==> src/rtl/clkgen_pkg.sv <==
// Package: shared clock-source selection type for the dual-phase generator.
package clkgen_pkg;
    typedef enum logic [1:0] {
        SRC_INPHASE = 2'd0,  // master, clock output follows switching clock
        SRC_QUAD    = 2'd1,  // master, clock output at double rate, quarter lag
        SRC_EXT     = 2'd2   // slave, switching clock taken from sync pin
    } clk_mode_e;
endpackage

==> src/rtl/clkgen_sync_edge.sv <==
// Module: clkgen_sync_edge
// Brings an asynchronous level into the clk domain through STAGES flops and
// reports its synchronized level and any change of it. Assumes the input
// stays stable for more than one clk period per level. The change flag is
// held off until the pipeline has filled after reset, so a static input
// level never reads as an edge.
module clkgen_sync_edge #(
    parameter int STAGES = 2
) (
    input  logic clk,
    input  logic rst_n,
    input  logic din,
    output logic level,
    output logic change
);
    logic [STAGES:0] pipe;
    logic [STAGES:0] fill;

    // Purpose: shift the raw input through the synchronizer and history flop.
    always_ff @(posedge clk) begin
        if (!rst_n) pipe <= '0;
        else        pipe <= {pipe[STAGES-1:0], din};
    end

    // Purpose: mark when every pipeline stage holds a genuine sample.
    always_ff @(posedge clk) begin
        if (!rst_n) fill <= '0;
        else        fill <= {fill[STAGES-1:0], 1'b1};
    end

    assign level  = pipe[STAGES-1];
    assign change = fill[STAGES] & (pipe[STAGES-1] ^ pipe[STAGES]);
endmodule

==> src/rtl/clkgen_sync_detect.sv <==
// Module: clkgen_sync_detect
// Decides whether the sync pin carries a clock. Any synchronized edge sets
// external mode; a run of `window` cycles without one clears it. Assumes the
// window is longer than the slowest expected sync half-period.
module clkgen_sync_detect #(
    parameter int WIN_W = 16
) (
    input  logic             clk,
    input  logic             rst_n,
    input  logic             sync_edge,
    input  logic [WIN_W-1:0] window,
    output logic             ext_mode
);
    logic [WIN_W-1:0] quiet_cnt;

    // Purpose: count quiet cycles since the last sync edge and track the mode.
    always_ff @(posedge clk) begin
        if (!rst_n) begin
            quiet_cnt <= '1;
            ext_mode  <= 1'b0;
        end else if (sync_edge) begin
            quiet_cnt <= '0;
            ext_mode  <= 1'b1;
        end else if (quiet_cnt >= window) begin
            ext_mode  <= 1'b0;
        end else begin
            quiet_cnt <= quiet_cnt + 1'b1;
        end
    end

    // an observed sync edge always selects external mode next cycle.
    assert_edge_locks_R7: assert property (@(posedge clk) disable iff (!rst_n)
        sync_edge |=> ext_mode);
endmodule

==> src/rtl/clkgen_phase_div.sv <==
// Module: clkgen_phase_div
// Halves the selected source into the switching clock, emits the two channel
// start pulses on its opposite transitions, and forms the clock output for
// the current mode. Assumes src_rise is a single-cycle flag and osc_level is
// the synchronized oscillator aligned with it.
module clkgen_phase_div
    import clkgen_pkg::*;
(
    input  logic      clk,
    input  logic      rst_n,
    input  logic      enable,
    input  logic      src_rise,
    input  logic      osc_level,
    input  clk_mode_e mode,
    output logic      ch1_start,
    output logic      ch2_start,
    output logic      cko
);
    logic sw_clk;
    logic sw_next;

    // Purpose: next switching-clock value after this cycle's source edge.
    always_comb begin
        sw_next = src_rise ? ~sw_clk : sw_clk;
    end

    // Purpose: divider state, start pulses and clock output registers.
    always_ff @(posedge clk) begin
        if (!rst_n || !enable) begin
            sw_clk    <= 1'b0;
            ch1_start <= 1'b0;
            ch2_start <= 1'b0;
            cko       <= 1'b0;
        end else begin
            sw_clk    <= sw_next;
            ch1_start <= src_rise & ~sw_clk;
            ch2_start <= src_rise &  sw_clk;
            cko       <= (mode == SRC_QUAD) ? ~osc_level : sw_next;
        end
    end

    // a start pulse never lasts longer than one cycle.
    assert_pulse_width_R4: assert property (@(posedge clk) disable iff (!rst_n)
        (ch1_start || ch2_start) |=> !(ch1_start || ch2_start));
    // the two channels never start in the same cycle.
    assert_no_overlap_R4: assert property (@(posedge clk) disable iff (!rst_n)
        !(ch1_start && ch2_start));
    // a low enable leaves every output low after the edge.
    assert_idle_when_off_R9: assert property (@(posedge clk) disable iff (!rst_n)
        !enable |=> (!ch1_start && !ch2_start && !cko));
    // channel 2 start only follows channel 1 by a later cycle.
    assert_ch2_not_after_reset_R3: assert property (@(posedge clk) disable iff (!rst_n)
        $rose(ch2_start) |-> !$past(ch1_start));
endmodule

==> src/rtl/dual_phase_clkgen.sv <==
// Module: dual_phase_clkgen (top)
// Synchronizes the oscillator and sync pins, detects an external sync
// clock, selects the switching source and mode, and drives the two channel
// start pulses plus the slave clock output. Assumes both pin inputs are
// slower than a quarter of the clk rate.
module dual_phase_clkgen
    import clkgen_pkg::*;
#(
    parameter int WIN_W       = 16,
    parameter int SYNC_STAGES = 2
) (
    input  logic             clk,
    input  logic             rst_n,
    input  logic             enable,
    input  logic             osc_in,
    input  logic             sync_in,
    input  logic [WIN_W-1:0] sync_window,
    output logic             ch1_start,
    output logic             ch2_start,
    output logic             cko
);
    logic      osc_level, osc_change;
    logic      sync_level, sync_change;
    logic      ext_mode;
    logic      src_rise;
    clk_mode_e mode;

    clkgen_sync_edge #(.STAGES(SYNC_STAGES)) u_osc_sync (
        .clk(clk), .rst_n(rst_n), .din(osc_in),
        .level(osc_level), .change(osc_change)
    );

    clkgen_sync_edge #(.STAGES(SYNC_STAGES)) u_pin_sync (
        .clk(clk), .rst_n(rst_n), .din(sync_in),
        .level(sync_level), .change(sync_change)
    );

    clkgen_sync_detect #(.WIN_W(WIN_W)) u_detect (
        .clk(clk), .rst_n(rst_n), .sync_edge(sync_change),
        .window(sync_window), .ext_mode(ext_mode)
    );

    // Purpose: choose the clocking mode and the rising edge that drives the divider.
    always_comb begin
        if (ext_mode) begin
            mode     = SRC_EXT;
            src_rise = sync_change & sync_level;
        end else begin
            mode     = sync_level ? SRC_QUAD : SRC_INPHASE;
            src_rise = osc_change & osc_level;
        end
    end

    clkgen_phase_div u_div (
        .clk(clk), .rst_n(rst_n), .enable(enable),
        .src_rise(src_rise), .osc_level(osc_level), .mode(mode),
        .ch1_start(ch1_start), .ch2_start(ch2_start), .cko(cko)
    );
endmodule

==> config.mk <==
export PLATFORM = sky130hd
export DESIGN_NAME = dual_phase_clkgen
export DESIGN_NICKNAME = d
export VERILOG_FILES = /design/src/rtl/clkgen_pkg.sv /design/src/rtl/clkgen_sync_edge.sv /design/src/rtl/clkgen_sync_detect.sv /design/src/rtl/clkgen_phase_div.sv /design/src/rtl/dual_phase_clkgen.sv
export SDC_FILE = /design/constraint.sdc
export NUM_CORES = 1
export LEC_CHECK = 0
export ABC_AREA = 1
export BUFFER_PORTS_ARGS = -buffer_cell sky130_fd_sc_hd__buf_2
export CAP_MARGIN = 10
export CELL_PAD_IN_SITES_DETAIL_PLACEMENT = 0
export CELL_PAD_IN_SITES_GLOBAL_PLACEMENT = 1
export CORE_MARGIN = 1.5
export CORE_UTILIZATION = 35
export DETAILED_ROUTE_END_ITERATION = 7
export PLACE_DENSITY = 0.81
export SLEW_MARGIN = 10
export SYNTH_ARGS = -nofsm -noshare
export SYNTH_HDL_FRONTEND = slang
export SYNTH_SLANG_ARGS = --single-unit
==> constraint.sdc <==
create_clock -name clk -period 1.7 [get_ports clk]
set_input_delay 0.34 -clock clk [delete_from_list [all_inputs] [get_ports clk]]
set_output_delay 0.34 -clock clk [all_outputs]
set_load 0.01 [all_outputs]
==> metrics.csv <==
metric,value,unit
Max Clk Rate,0.632,GHz
startpoint types,flop,
Worst-Skew Late Latency,280,ps
top-count cell post-synth,nand2_1,
CTS sink cnt,30,
async set-or-reset flop fraction in the synthesized netlist,0,%
sequential cell area,602,µm²
Chip Width,77.8,µm
# Max-Cap Violations,0,
Yosys top cell by area,dfxtp_1,
H-tree level count,2,
row count,27,
Initial Util,36.0,%
Antenna Cells,0,
layout cells sized above 1,21.8,%
Core ar.,5440,µm²
Final min period,1580,ps
Fin Setup TNS,0,ps
PD cells,1850,nW/µm²
cts bufs inserted,5,
relative slew slack,78.6,%
status,"complete, no violations",
hold path cells,3,
worst path cell trace,"ha_1, a21oi_1, o21ai_1, nor2_4, nand2_4, nand3_1, nand3_1",
CP Max Fanout,17,
drt pass-1 iters,5,
fill count,577,
leading register cell type out of synthesis,dfxtp_1,
FF-to-FF setup slack,120,ps
dpl cells,390,
Seq cells post-synth,30,
Crit-path slowest cell,dfxtp_1,
clock-pin slew on the worst setup and hold paths,70,ps
Multi-input gate area,1110,µm²
Die H,77.8,µm
Mean Syn Cell Area,6.95,µm²
area delta synth->final,21.3,%
Yosys cell types,23,
"Cell Area, Synth",1960,µm²
sequential element share of the synthesized area,30.7,%
Synth area leaders,"dfxtp_1 31%, ha_1 12%, nand2_1 11%",
IO buf count,23,
WP data arrival,1740,ps
Bufs on Longest Clock Path,2,
Synth warnings,0,
Hold/Removal Path Class,in -> reg,
global route overflow,0,
Worst-Margin Slew,321,ps
DIE AREA,6060,µm²
first-pass GRT wire length,7.28,mm
Worst Hold End,u_pin_sync.pipe[0]$_SDFF_PN0_,
hold_buf cts,0,
RePlAce Congestion,0.827,
Reg2Reg Capture Point,u_detect.quiet_cnt[13]$_SDFFE_PN1P_,
critical path class,reg -> reg,
initial antenna violation count,0,
Routed WL per cell,10.2,µm
final net count,365,
CTS tree,done,
cells after synthesis,282,
total number of vias,1842,
Via-to-Cell Ratio,4.63,
Leak,1.33,nW
total track usage,15.0,%
Finished Layout Cells,398,
Final setup violation count,0,
Worst Hold Launch,sync_in,
syn nets,322,
CP endpoint kind,flop,
Util after Layout,43.7,%
critical path's largest stage delay,380,ps
Root Driver,clkbuf_8,
Post-Route Skew,5.98,ps
Final ANT Viol Nets,0,
hpwl dp,3.11,mm
CP most frequent cell,nand3_1,
FF-to-FF Start,u_detect.quiet_cnt[15]$_SDFFE_PN1P_,
Critical Path RT,1860,ps
Post-Route WL,4.06,mm
number of hold violations in the final report,0,
IO Count,24,
largest net degree at the start of global routing,35,
unrepaired setup endpoints after global routing,yes,
Final Max Slew Viols,0,
via count of the first global-routing pass,1698,
number of flops mapped to enable cells by yosys,0,
DRC Markers,0,
Max VDD drop,758,µV
synth cell count leaders,"56 x nand2_1, 53 x inv_1, 40 x nand3_1",
Worst Reg-to-Reg Cells,7,
initial DRC count,87,
final worst-path cycle share,93.1,%
Yosys top cell area share,30.7,%
## power breakdown
group | internal (mW) | switching (mW) | total (mW) | leakage (nW)
Sequential | 0.908 | 0.125 | 1.03 | 0.248
Combinational | 1.18 | 1.57 | 2.75 | 1.04
Clock | 0.325 | 0.288 | 0.613 | 0.0472
Total | 2.41 | 1.98 | 4.39 | 1.33
## cells in the final DEF (no fill, tap or decap), drive strengths merged
cell and instances:
nand2 63, inv 53, buf 45, nand3 40, dfxtp 30, nor2 26
nand4 22, ha 19, xor2 6, a21oi 6, clkbuf 6, xnor2 3
o21ai 3, a21boi 1, a211oi 1, clkinv 1, clkinvlp 1
## routing by layer
| metal | part of all wire, % | track usage [%] | up-vias |
|---|---|---|---|
| met3 | 3.0 | 4.00 | 7 |
| met1 | 50 | 18.9 | 817 |
| li1 | - | - | 993 |
| met5 | 0 | 0 | - |
| met4 | 1.2 | 5.64 | 0 |
| met2 | 46 | 24.4 | 25 |
## flip-flops by register name, indices dropped and copies added, names as in the netlist
| name | count |
|---|---|
| u_detect.ext_mode | 1 |
| u_detect.quiet_cnt | 16 |
| u_div.ch1_start | 1 |
| u_div.ch2_start | 1 |
| u_div.cko | 1 |
| u_div.sw_clk | 1 |
| u_osc_sync.fill | 2 |
| u_osc_sync.pipe | 3 |
| u_pin_sync.fill | 1 |
| u_pin_sync.pipe | 3 |
## worst max-delay path by stage
| stage | from | to | slack (ps) |
|---|---|---|---|
| global placement | sync_window[7] | u_detect.quiet_cnt[8]$_SDFFE_PN1P_ | -40 |
| floorplan | sync_window[15] | u_detect.quiet_cnt[3]$_SDFFE_PN1P_ | 130 |
| global route | u_detect.quiet_cnt[7]$_SDFFE_PN1P_ | u_detect.ext_mode$_SDFFE_PN0P_ | -20 |
| finish | u_detect.quiet_cnt[15]$_SDFFE_PN1P_ | u_detect.quiet_cnt[13]$_SDFFE_PN1P_ | 120 |
| CTS | u_detect.quiet_cnt[7]$_SDFFE_PN1P_ | u_detect.quiet_cnt[8]$_SDFFE_PN1P_ | 90 |
| detailed placement | sync_window[7] | u_detect.quiet_cnt[13]$_SDFFE_PN1P_ | -60 |
## worst max-delay path, delay by kind of cell (launching register included)
kind	cells	cell delay [ps]
compound gates	2	260
fa+ha+maj	1	270
flops	1	380
simple gates	4	550
## cell type report
cell class	count	share of cell area (%)
multi-input combinational	190	46.7
sequential	30	25.3
timing repair buffer	45	11.8
clock buffer	6	3.48
tap	72	3.79
inverter	53	8.37
clock inverter	2	0.527
## what timing repair did
item / CTS / global route
endpoints found under the hold margin: 0 / 0
setup endpoints to repair: 0 / 15
resized for setup: 0 / 2
setup buffers: 0 / 0
## cell families (layout without fill, tap and decap cells)
| logic type | after synthesis | count (layout) | share of synthesized area (%) |
|---|---|---|---|
| AND/OR/NAND/NOR | 151 | 151 | 37.2 |
| AO/OA/AOI/OAI | 11 | 11 | 3.26 |
| flip-flops | 30 | 30 | 30.7 |
| buffers and inverters | 62 | 106 | 12.7 |
| XOR/XNOR | 9 | 9 | 4.02 |
| adder cells (fa/ha/maj) | 19 | 19 | 12.1 |
## per-stage QoR
step | power, mW | hold slack, ps | worst slack, ps | instance area, µm²
after floorplan | 3.05 | 368 | 127 | 1960
after global placement | 3.78 | 393 | -38.5 | 2280
after detailed placement | 3.80 | 399 | -55.2 | 2280
after CTS | 4.43 | 232 | 88.3 | 2370
after global routing | 4.90 | 240 | -23.2 | 2380
final | 4.39 | 239 | 117 | 2380
No activity file was read; power rests on OpenSTA's default activity.
